### config.mk
export PLATFORM = sky130hd
export DESIGN_NAME = lw_link_watch
export DESIGN_NICKNAME = d
export VERILOG_FILES = /design/src/rtl/lw_pkg.sv /design/src/rtl/lw_status_decode.sv /design/src/rtl/lw_timer.sv /design/src/rtl/lw_retry.sv /design/src/rtl/lw_phy_port.sv /design/src/rtl/lw_link_watch.sv
export SDC_FILE = /design/constraint.sdc
export NUM_CORES = 1
export LEC_CHECK = 0
export BUFFER_PORTS_ARGS = -buffer_cell sky130_fd_sc_hd__buf_4
export CAP_MARGIN = 30
export CORE_AREA = 2 2 126 128
export DETAILED_ROUTE_END_ITERATION = 12
export DIE_AREA = 0 0 128 130
export PLACE_DENSITY_LB_ADDON = 0.05
export SYNTH_ARGS = -nofsm -noshare
export SYNTH_HDL_FRONTEND = slang
export SYNTH_SLANG_ARGS = --single-unit
### constraint.sdc
create_clock -name clk -period 4.4 [get_ports clk]
set_input_delay 1.1 -clock clk [delete_from_list [all_inputs] [get_ports clk]]
set_output_delay 1.1 -clock clk [all_outputs]
set_load 0.02 [all_outputs]
### src/rtl/lw_pkg.sv
package lw_pkg;

    localparam int PHY_AW = 16;
    localparam int PHY_DW = 16;

    localparam logic [PHY_AW-1:0] ADDR_RX_STATUS = 16'h100D;
    localparam logic [PHY_AW-1:0] ADDR_RX_OVRD  = 16'h1005;

    localparam int OVRD_DATA_EN_BIT = 5;
    localparam int OVRD_PLL_EN_BIT  = 3;
    localparam logic [PHY_DW-1:0] OVRD_MASK =
        (PHY_DW'(1) << OVRD_DATA_EN_BIT) | (PHY_DW'(1) << OVRD_PLL_EN_BIT);

    localparam int RX_VALID_BIT = 0;

    typedef enum logic [3:0] {
        ST_IDLE,
        ST_CHECK,
        ST_RXV_GO,
        ST_RXV_WT,
        ST_RD1_GO,
        ST_RD1_WT,
        ST_SET_GO,
        ST_SET_WT,
        ST_HOLD,
        ST_RD2_GO,
        ST_RD2_WT,
        ST_CLR_GO,
        ST_CLR_WT,
        ST_PAUSE,
        ST_UP,
        ST_FAIL
    } lw_state_e;

    typedef struct packed {
        logic              wr;
        logic [PHY_AW-1:0] addr;
        logic [PHY_DW-1:0] wdata;
    } phy_cmd_t;

    function automatic phy_cmd_t mk_read(input logic [PHY_AW-1:0] a);
        phy_cmd_t c;
        c.wr    = 1'b0;
        c.addr  = a;
        c.wdata = '0;
        return c;
    endfunction

    function automatic phy_cmd_t mk_write(input logic [PHY_AW-1:0] a,
                                          input logic [PHY_DW-1:0] d);
        phy_cmd_t c;
        c.wr    = 1'b1;
        c.addr  = a;
        c.wdata = d;
        return c;
    endfunction

    function automatic logic [PHY_DW-1:0] ovrd_set(input logic [PHY_DW-1:0] v);
        return v | OVRD_MASK;
    endfunction

    function automatic logic [PHY_DW-1:0] ovrd_clr(input logic [PHY_DW-1:0] v);
        return v & ~OVRD_MASK;
    endfunction

endpackage

### src/rtl/lw_status_decode.sv
module lw_status_decode #(
    parameter int WORD_W    = 32,
    parameter int LINK_BIT  = 4,
    parameter int TRAIN_BIT = 29,
    parameter int STATE_W   = 6
) (
    input  logic [WORD_W-1:0]  dbg0,
    input  logic [WORD_W-1:0]  dbg1,
    output logic               link_ok,
    output logic [STATE_W-1:0] train_state
);
    // Link is trained only when up and no longer in training.
    assign link_ok     = dbg1[LINK_BIT] & ~dbg1[TRAIN_BIT];
    assign train_state = dbg0[STATE_W-1:0];
endmodule

### src/rtl/lw_timer.sv
module lw_timer #(
    parameter int W = 8
) (
    input  logic         clk,
    input  logic         rst,
    input  logic         load,
    input  logic [W-1:0] val,
    output logic         zero
);
    logic [W-1:0] cnt;

    always_ff @(posedge clk) begin
        if (rst) begin
            cnt <= '0;
        end else if (load) begin
            cnt <= val;
        end else if (cnt != '0) begin
            cnt <= cnt - W'(1);
        end
    end

    assign zero = (cnt == '0);
endmodule

### src/rtl/lw_retry.sv
module lw_retry #(
    parameter int MAX_CHECKS = 12
) (
    input  logic clk,
    input  logic rst,
    input  logic clr,
    input  logic inc,
    output logic last
);
    localparam int CW = $clog2(MAX_CHECKS + 1);

    logic [CW-1:0] cnt;

    always_ff @(posedge clk) begin
        if (rst || clr) begin
            cnt <= '0;
        end else if (inc) begin
            cnt <= cnt + CW'(1);
        end
    end

    assign last = (cnt >= CW'(MAX_CHECKS - 1));
endmodule

### src/rtl/lw_phy_port.sv
module lw_phy_port
    import lw_pkg::*;
(
    input  logic              clk,
    input  logic              rst,
    input  logic              go,
    input  phy_cmd_t          cmd,
    input  logic              ack,
    input  logic [PHY_DW-1:0] rdata,
    output logic              req,
    output phy_cmd_t          cmd_q,
    output logic              done,
    output logic [PHY_DW-1:0] rdata_q
);
    always_ff @(posedge clk) begin
        if (rst) begin
            req     <= 1'b0;
            cmd_q   <= '0;
            done    <= 1'b0;
            rdata_q <= '0;
        end else begin
            done <= 1'b0;
            if (go && !req) begin
                req   <= 1'b1;
                cmd_q <= cmd;
            end else if (req && ack) begin
                req     <= 1'b0;
                done    <= 1'b1;
                rdata_q <= rdata;
            end
        end
    end
endmodule

### src/rtl/lw_link_watch.sv
module lw_link_watch
    import lw_pkg::*;
#(
    parameter int          MAX_CHECKS    = 12,
    parameter int          HOLD_CYC      = 1000,
    parameter int          RECHECK_CYC   = 200000,
    parameter logic [5:0]  RCVRLOCK_CODE = 6'h0D
) (
    input  logic        clk,
    input  logic        rst,
    input  logic        enable,
    input  logic [31:0] dbg_status0,
    input  logic [31:0] dbg_status1,
    output logic        phy_req,
    output logic        phy_wr,
    output logic [15:0] phy_addr,
    output logic [15:0] phy_wdata,
    input  logic        phy_ack,
    input  logic [15:0] phy_rdata,
    output logic        link_up,
    output logic        link_fail,
    output logic [31:0] fail_snap0,
    output logic [31:0] fail_snap1
);
    localparam int STATE_W = 6;
    localparam int TMAX    = (HOLD_CYC > RECHECK_CYC) ? HOLD_CYC : RECHECK_CYC;
    localparam int TW      = $clog2(TMAX + 1);

    lw_state_e            state, nxt;
    logic                 link_ok;
    logic [STATE_W-1:0]   train_state;
    logic [STATE_W-1:0]   state_q;
    logic                 go, done;
    phy_cmd_t             cmd, cmd_q;
    logic [PHY_DW-1:0]    rdata_q;
    logic                 tmr_load, tmr_zero;
    logic [TW-1:0]        tmr_val;
    logic                 r_clr, r_inc, r_last;
    logic                 snap_en;

    lw_status_decode #(
        .WORD_W(32), .LINK_BIT(4), .TRAIN_BIT(29), .STATE_W(STATE_W)
    ) u_dec (
        .dbg0(dbg_status0), .dbg1(dbg_status1),
        .link_ok(link_ok), .train_state(train_state)
    );

    lw_timer #(.W(TW)) u_tmr (
        .clk(clk), .rst(rst), .load(tmr_load), .val(tmr_val), .zero(tmr_zero)
    );

    lw_retry #(.MAX_CHECKS(MAX_CHECKS)) u_retry (
        .clk(clk), .rst(rst), .clr(r_clr), .inc(r_inc), .last(r_last)
    );

    lw_phy_port u_port (
        .clk(clk), .rst(rst), .go(go), .cmd(cmd), .ack(phy_ack),
        .rdata(phy_rdata), .req(phy_req), .cmd_q(cmd_q), .done(done),
        .rdata_q(rdata_q)
    );

    assign phy_wr    = cmd_q.wr;
    assign phy_addr  = cmd_q.addr;
    assign phy_wdata = cmd_q.wdata;

    always_comb begin
        nxt      = state;
        go       = 1'b0;
        cmd      = mk_read(ADDR_RX_STATUS);
        tmr_load = 1'b0;
        tmr_val  = TW'(RECHECK_CYC);
        r_clr    = 1'b0;
        r_inc    = 1'b0;
        snap_en  = 1'b0;
        unique case (state)
            ST_IDLE: begin
                r_clr = 1'b1;
                if (enable) nxt = ST_CHECK;
            end
            ST_CHECK: begin
                if (!enable) begin
                    nxt = ST_IDLE;
                end else if (link_ok) begin
                    nxt = ST_UP;
                end else if (r_last) begin
                    nxt     = ST_FAIL;
                    snap_en = 1'b1;
                end else begin
                    r_inc = 1'b1;
                    nxt   = ST_RXV_GO;
                end
            end
            ST_RXV_GO: begin
                go  = 1'b1;
                cmd = mk_read(ADDR_RX_STATUS);
                nxt = ST_RXV_WT;
            end
            ST_RXV_WT: begin
                if (done) begin
                    if (state_q == RCVRLOCK_CODE && !rdata_q[RX_VALID_BIT]) begin
                        nxt = ST_RD1_GO;
                    end else begin
                        nxt      = ST_PAUSE;
                        tmr_load = 1'b1;
                        tmr_val  = TW'(RECHECK_CYC);
                    end
                end
            end
            ST_RD1_GO: begin
                go  = 1'b1;
                cmd = mk_read(ADDR_RX_OVRD);
                nxt = ST_RD1_WT;
            end
            ST_RD1_WT: if (done) nxt = ST_SET_GO;
            ST_SET_GO: begin
                go  = 1'b1;
                cmd = mk_write(ADDR_RX_OVRD, ovrd_set(rdata_q));
                nxt = ST_SET_WT;
            end
            ST_SET_WT: begin
                if (done) begin
                    nxt      = ST_HOLD;
                    tmr_load = 1'b1;
                    tmr_val  = TW'(HOLD_CYC);
                end
            end
            ST_HOLD: if (tmr_zero) nxt = ST_RD2_GO;
            ST_RD2_GO: begin
                go  = 1'b1;
                cmd = mk_read(ADDR_RX_OVRD);
                nxt = ST_RD2_WT;
            end
            ST_RD2_WT: if (done) nxt = ST_CLR_GO;
            ST_CLR_GO: begin
                go  = 1'b1;
                cmd = mk_write(ADDR_RX_OVRD, ovrd_clr(rdata_q));
                nxt = ST_CLR_WT;
            end
            ST_CLR_WT: begin
                if (done) begin
                    nxt      = ST_PAUSE;
                    tmr_load = 1'b1;
                    tmr_val  = TW'(RECHECK_CYC);
                end
            end
            ST_PAUSE: begin
                if (!enable)       nxt = ST_IDLE;
                else if (tmr_zero) nxt = ST_CHECK;
            end
            ST_UP:   if (!enable) nxt = ST_IDLE;
            ST_FAIL: if (!enable) nxt = ST_IDLE;
            default: nxt = ST_IDLE;
        endcase
    end

    always_ff @(posedge clk) begin
        if (rst) begin
            state      <= ST_IDLE;
            state_q    <= '0;
            fail_snap0 <= '0;
            fail_snap1 <= '0;
        end else begin
            state <= nxt;
            if (state == ST_CHECK) state_q <= train_state;
            if (snap_en) begin
                fail_snap0 <= dbg_status0;
                fail_snap1 <= dbg_status1;
            end
        end
    end

    assign link_up   = (state == ST_UP);
    assign link_fail = (state == ST_FAIL);
endmodule

Yosys cells after proc, flatten, opt, wreduce, memory -nomap -nowiden
Cells that the tools add are included.
Widths: inputs -> output; s select.

word-level totals
  flip-flop bits (word level) = 147
  input port bits = 84
  word-level logic and storage cells = 98
  output and inout bits = 100

cells by class
  bitwise gates (word level) = 3
  muxes and demuxes = 37
  equality and inequality tests = 25
  magnitude comparators = 1
  reductions and logical operators = 18
  add/subtract/negate cells = 2

operators by type and width
  cell                   number
  $pmux 33 s3            1
  $mux 18                4
  $pmux 4 s15            1
  $mux 4                 14
  $eq 4x4->1 const B     8
  $logic_not 18->1       1
  $reduce_bool 18->1     1
  $sub 18x1->18 const B  1
  $eq 4x3->1 const B     4
  $mux 1                 16
  $ne 2x1->1 const B     5
  $reduce_and 9->1       1
  $eq 4x2->1 const B     2
  $reduce_or 2->1        4
  $eq 6x4->1 const B     1
  $ne 2x2->1 const B     3
  $reduce_or 5->1        1
  $add 4x1->4 const B    1
  $eq 4x1->1 const B     1
  $ge 4x4->1 const B     1
  $logic_not 4->1        1
  $reduce_bool 2->1      2
  $logic_and 1x1->1      3
  $ne 3x3->1 const B     1
  6 further kinds        8

Logic depth before layout (Yosys ltp)
Gate-level depths: netlist of the first run.

  depth after elaboration = 6
  depth in mapped cells = 8
  depth with buffers taken out = 7

Cells and area by module
A second synthesis of the first run with hierarchy kept.

unflattened totals
  cells, all modules = 767
  area, all modules = 6787.8 µm²

modules (own cells, without submodules)
  module            seq. area each (µm²)  area an instance (µm²)  cells each  instances
  lw_link_watch     1481.4                3067.9                  389         1
  lw_phy_port       1021.0                2483.6                  229         1
  lw_timer          360.3                 993.5                   125         1
  lw_retry          80.1                  183.9                   17          1
  lw_status_decode  0.0                   58.8                    7           1

Worst setup path after synthesis of the first run
Ideal clock, no wire load.

  path type = input port to flip-flop
  start = input enable
  end = register fail_snap0[2]
  data arrival time = 2.286 ns
  setup time = 0.071 ns
  path slack = 2.043 ns
  required time = 4.329 ns
  path buffers = 2
  cell stages on the path = 6
  cells stage by stage = clkbuf_1 -> nand3_1 -> nor2_1 -> clkbuf_1 -> nand2_1 -> a21oi_1

between the ends
  cells in the longest elaborated chain, start to end = 2

ends and longest elaborated chain
  item                    line                  RTL
  start: declaration      lw_link_watch.sv:11   input logic enable,
  $mux 1                  lw_link_watch.sv:81   if (!enable) begin
  $mux 1                  lw_link_watch.sv:75   unique case (state)
  end signal: assignment  lw_link_watch.sv:166  fail_snap0 <= dbg_status0;
  end: declaration        lw_link_watch.sv:22   output logic [31:0] fail_snap0,

No other way between the ends.
A chain may end at the register's enable or synchronous reset.

Final worst setup path of the first run
  start = register state[3]
  end = output link_up

between the ends
  cells in the longest elaborated chain, start to end = 1

ends and longest elaborated chain
  item                      line                  RTL
  start: declaration        lw_link_watch.sv:29   lw_state_e state, nxt;
  start signal: assignment  lw_link_watch.sv:163  state <= nxt;
  $eq 4x4->1                lw_link_watch.sv:172  assign link_up = (state == ST_UP);
  end: declaration          lw_link_watch.sv:20   output logic link_up,

No other way between the ends.

==> flow_metrics.tcl, run 1 <==
set metrics [dict create \
    worstSkewPairLatency_ns 0.41 \
    critPathMaxFanout 21 \
    synth_ff_type "dfxtp_1" \
    setup_viol 0 \
    fillerInstances 1554 \
    ys.warnings.count 0 \
    post_cts_resized 0 \
    final_cell_mix "178 x buf_4, 172 x nand2_1, 130 x dfxtp_1, 94 x a21oi_1, 44 x nor2_1" \
    layout_commonest_cell "buf_4" \
    postRouteAntennaNets 0 \
    rows 46 \
    hpwl_um 10200 \
    drive_gt1_frac 0.278 \
    setup_tns_ns 0 \
    synthCells 638 \
    holdPathStages 2 \
    report.final.slew_viol_count 0 \
    synth-seq-cells 130 \
    syn_area_um2 5210 \
    yosysSeqAreaShare 0.499 \
    synth_cell_types 60 \
    synth-async-reset-ratio 0 \
    critPathArrivalTime_ns 1.86 \
    rsz0062_at_grt "false" \
    htree_levels 4 \
    first_pass_iters 5 \
    grt_max_degree 58 \
    path_class "flop to output port" \
    finClkSkew_ns 0.00622 \
    hold_violations 0 \
    io_buffers 169 \
    cpMaxStageDelayCell "dfxtp_1" \
    cts_sinks 130 \
    cts_root_buf "clkbuf_16" \
    status "completed" \
    initial_core_util 0.338 \
    antenna_cells 0 \
    ios 184 \
    gp_congestion 0.791 \
    vias 4801 \
    hold_class "flop to flop" \
    fp.dieW_um 128 \
    wl_um 14900 \
    max_slew_margin 0.431 \
    crit_required_ns 3.30 \
    p_per_area_nw_per_um2 550 \
    area.growth.synth_to_final_pct 37.5 \
    vdd.ir_drop.worst_mv 0.316 \
    hold_buffers 0 \
    whs_ns 0.454 \
    grt_pass1_vias 4520 \
    fin_crit_ns 2.96 \
    fmax_ghz 0.338 \
    antenna_found_initial 0 \
    avgRoutedWirePerCell_um 15.0 \
    avgSynthCellArea_um2 8.17 \
    cts_tree "yes" \
    worst_setup_path_end_kind "output port" \
    postCtsSetupBuffers 0 \
    p_leak_nw 2.93 \
    post-route-period-util 0.672 \
    gr-total-overflow 0 \
    grt_pass1_wl_um 23300 \
    startpoint_type "flop" \
    max_stage_delay_ns 0.75 \
    synth_edf_count 0 \
    worst_pin_slew_ns 0.853 \
    fp.dieH_um 130 \
    cts.clk_slew.worst_paths_ns 0.05 \
    drcViolationCount 0 \
    clk_path_buf_depth 2 \
    dieArea_um2 16600 \
    cts_made_buffers 17 \
    track_usage 0.179 \
    core_area_um2 15400 \
    detail_route.iter0.violations 264 \
    vias_per_cell 4.85 \
    nets 872 \
    crit_chain "and3_1 -> nor2b_1 -> buf_4" \
    reg2reg_depth 7 \
    max_cap_violations 0 \
]
cell type report:
cell class	instances	area (um^2)	share of cell area
clock buffer	27	533	0.0744
clock inverter	4	45.0	0.00628
inverter	6	22.5	0.00314
multi-input combinational	452	2360	0.329
sequential	130	2600	0.363
tap	192	240	0.0335
timing repair buffer	179	1360	0.190
flip-flops by register name, indices dropped and copies added (netlist names):
signal	count
fail_snap0	32
fail_snap1	32
u_port.cmd_q	18
u_tmr.cnt	18
u_port.rdata_q	14
state_q	6
state	4
u_retry.cnt	4
u_port.done	1
u_port.req	1
critical path, delay by kind of cell, from the launching register on:
kind | cells | cell delay [ns]
AND/OR/NAND/NOR | 2 | 0.55
flip-flops | 1 | 0.75
buffers and inverters | 1 | 0.15
power breakdown:
group	internal (mW)	leakage (nW)	switching [mW]	total, mW
registers	1.31	1.05	0.176	1.49
logic	0.472	1.59	0.607	1.08
clock network	0.877	0.289	0.494	1.37
metrics by stage:
stage / util / std cells / instance area [um^2] / setup WS [ns] / total power [mW]
2_1_floorplan: - / 649 / 5250 / 2.04 / 2.32
3_3_place_gp: 0.425 / 958 / 6560 / 1.45 / 2.57
3_5_place_dp: 0.427 / 959 / 6590 / 1.45 / 2.59
4_1_cts: 0.465 / 990 / 7170 / 1.44 / 3.98
5_1_grt: 0.465 / 990 / 7170 / 1.31 / 4.18
6_report: 0.465 / 990 / 7170 / 1.44 / 3.94
path summary, 6_finish.rpt:
kind | start | endpoint | slack (ns)
max reg2reg | state[0] | fail_snap0[31] | 1.73
min reg2reg | u_port.rdata_q[7] | u_port.rdata_q[7] | 0.45
min | u_port.rdata_q[7] | u_port.rdata_q[7] | 0.45
max | state[3] | link_up | 1.44
synthesized netlist by cell type (all sizes together) (3+ instances only):
| library cell | number | share of area |
|---|---|---|
| nand3 | 12 | 0.012 |
| or2 | 3 | 0.0036 |
| a21oi | 94 | 0.090 |
| o21ai | 6 | 0.0058 |
| nand2 | 172 | 0.12 |
| buf | 18 | 0.024 |
| dfxtp | 130 | 0.50 |
| or3 | 5 | 0.0070 |
| inv | 6 | 0.0043 |
| a41oi | 3 | 0.0065 |
| nor3 | 6 | 0.0058 |
| xnor2 | 7 | 0.012 |
| mux2i | 8 | 0.015 |
| nor2b | 3 | 0.0036 |
| clkbuf | 43 | 0.031 |
| nor4 | 3 | 0.0065 |
| or4 | 5 | 0.0086 |
| nor2 | 46 | 0.034 |
| xor2 | 7 | 0.012 |
| a211oi | 5 | 0.0091 |
| a22oi | 15 | 0.022 |
routing by layer:
layer | global-route usage | wire length [um] | vias up
li1 | - | - | 2421
met1 | 0.226 | 6540 | 2219
met2 | 0.268 | 6730 | 142
met3 | 0.0742 | 1270 | 19
met4 | 0.0834 | 318 | 0
met5 | 0 | 0 | -
cells by family (layout without fill, tap and decap cells):
kind of cell	Yosys count	count (layout)	share of synthesized area
DFF	130	130	0.499
AOI/OAI and AO/OA	144	144	0.168
muxes	8	8	0.0154
other	1	12	0.000719
adders and majority gates	3	3	0.00672
and+or+nand+nor	271	271	0.227
buffers and inverters	67	216	0.0595
xor gates and xnor gates	14	14	0.0235
No activity file was read; power rests on OpenSTA's default activity.
==> run 2, diff against run 1 <==
Settings changed: ABC_AREA from default to 1, CORE_AREA 2 2 126 128 to 2 2 128 130, DIE_AREA 0 0 128 130 to 0 0 130 132.
Clock period 4.4 ns to 2.45 ns, I/O delays scaled along.
==> flow_metrics.tcl, run 2 <==
set metrics [dict create \
    synthTopCellsByArea "dfxtp_1 48%, nor2_1 13%, o21ai_0 7.5%" \
    rows 46 \
    ios 184 \
    post_cts_resized 0 \
    grt_pass1_wl_um 23700 \
    cp-startpoint "state[2]" \
    grt_max_degree 66 \
    yosysMostFrequentCell "nor2_1" \
    synth_cell_types 39 \
    vias 4949 \
    setup_viol 0 \
    hpwl_um 10600 \
    regToRegSetupSlack_ns 0.58 \
    layout_commonest_cell "nor2_1" \
    top_regs "fail_snap0: 32 flops, fail_snap1: 32 flops" \
    startpoint_type "flop" \
    final_cell_mix "188 x nor2_1, 177 x buf_4, 130 x dfxtp_1, 81 x o21ai_0, 78 x nand2_1" \
    finClkSkew_ns 0.0120 \
    worstSkewPairLatency_ns 0.42 \
    io_buffers 169 \
    first_pass_iters 7 \
    synthTopCellsByCount "188 x nor2_1, 130 x dfxtp_1, 81 x o21ai_0" \
    synth_top_area_frac 0.483 \
    fin_crit_ns 2.04 \
    postRouteAntennaNets 0 \
    synth-async-reset-ratio 0 \
    p_per_area_nw_per_um2 879 \
    clk_path_buf_depth 2 \
    drcViolationCount 0 \
    wl_um 14600 \
    synth_ff_type "dfxtp_1" \
    path_class "flop to output port" \
    cp-endpoint "link_fail" \
    syn_area_um2 5390 \
    synth-seq-cells 130 \
    regToRegEndpoint "u_tmr.cnt[9]" \
    synth_edf_count 0 \
    r2r-start "u_tmr.cnt[0]" \
    critPathMaxFanout 8 \
    gp_congestion 0.844 \
    vias_per_cell 4.54 \
    hold_buffers 0 \
    p_leak_nw 3.35 \
    fp.dieW_um 130 \
    status "completed" \
    hold_class "input pin to flop" \
    crit_required_ns 1.84 \
    rsz0062_at_grt "false" \
    cts_tree "yes" \
    detail_route.iter0.violations 283 \
    placed_area_um2 6770 \
    final_cell_area_um2 7420 \
    ff_latch_area_um2 2600 \
    multi_input_area_um2 2370 \
    track_usage 0.175 \
    dp.cells 1057 \
    postCtsSetupBuffers 0 \
    hold_violations 0 \
    fp.dieH_um 132 \
    reg2reg_depth 11 \
    fmax_ghz 0.491 \
    area.growth.synth_to_final_pct 37.6 \
    grt_pass1_vias 4646 \
    cts_sinks 130 \
    antenna_found_initial 0 \
    cts.clk_slew.worst_paths_ns 0.06 \
    avgSynthCellArea_um2 7.71 \
    setup_tns_ns 0 \
    worst_setup_path_end_kind "output port" \
    cts_made_buffers 17 \
    cts_root_buf "clkbuf_16" \
    ys.warnings.count 0 \
    fillerInstances 1580 \
    yosysSeqAreaShare 0.483 \
    nets 946 \
    max_cap_violations 0 \
    drive_gt1_frac 0.297 \
    initial_core_util 0.343 \
    htree_levels 4 \
    synthCells 699 \
    synth_top_cell_by_area "dfxtp_1" \
    gr-total-overflow 0 \
    avgRoutedWirePerCell_um 13.4 \
    fin_cells 1089 \
    report.final.slew_viol_count 0 \
    min_from "phy_rdata[1]" \
    dieArea_um2 17200 \
    core_area_um2 15700 \
    antenna_cells 0 \
    critPathArrivalTime_ns 1.42 \
    post-route-period-util 0.831 \
    vdd.ir_drop.worst_mv 0.527 \
]
## run 2: cell types whose count changed after synthesis, moves of 9 or more
| cell | delta |
|---|---|
| a22o_1 | +14 |
| nor2_1 | +143 |
| inv_1 | +26 |
| nand2_2 | +13 |
| a22oi_1 | -15 |
| nand2_1 | -94 |
| a21oi_1 | -69 |
| o21ai_0 | +75 |
| a21oi_2 | +9 |
| clkbuf_1 | -29 |
## run 2: power by group
| part | switching, mW | internal [mW] | leakage, nW |
|---|---|---|---|
| logic | 0.808 | 0.546 | 1.98 |
| registers | 0.126 | 2.28 | 1.05 |
| clock network | 0.944 | 1.82 | 0.317 |
| total | 1.88 | 4.64 | 3.35 |
## run 2: cells by family after synthesis
group / Yosys count / share of synthesized area
other cells: 1 / 0.000695
buf+inv: 91 / 0.0861
fa+ha+maj: 2 / 0.00464
compound gates: 138 / 0.149
flops: 130 / 0.483
xor+xnor: 10 / 0.0162
simple gates: 327 / 0.261
## run 2: critical path, stage by stage (launching register included)
cell and delay [ns]:
dfxtp_1 0.51, nand2_2 0.13, nor2_1 0.19, buf_4 0.18
## run 2: layout make-up
type                       count  share of cell area
inverter                      43              0.0223
clock buffer                  22              0.0653
multi-input combinational    489               0.319
sequential                   130               0.351
clock inverter                10              0.0231
tap                          216              0.0364
timing repair buffer         179               0.183
## run 2: worst min-delay path by stage
stage / to / cells past startpoint / slack [ns]
finish: u_port.rdata_q[1] / 2 / 0.42
floorplan: u_retry.cnt[3] / 2 / 0.43
global route: u_port.rdata_q[1] / 2 / 0.39
CTS: u_port.rdata_q[1] / 2 / 0.40
detailed placement: u_retry.cnt[3] / 2 / 0.44
global placement: u_retry.cnt[3] / 2 / 0.44
## run 2: metal layers
layer  up-vias  routed length [um]  global-route usage  part of all wire
met5         -                   0                   0                 0
met4         0                 149              0.0484             0.010
met3        12                1300              0.0950             0.089
met2       146                6980               0.276              0.48
met1      2247                6220               0.205              0.42
li1       2544                   -                   -                 -
## run 2: through the flow
step                      total power [mW]  hold slack, ns  worst slack, ns   util
after floorplan                       3.48           0.427            0.861      -
after global placement                3.78           0.439            0.435  0.430
after detailed placement              3.79           0.443            0.584  0.431
after CTS                             6.58           0.400            0.397  0.472
after global routing                  6.93           0.392            0.355  0.472
final                                 6.52           0.416            0.413  0.472
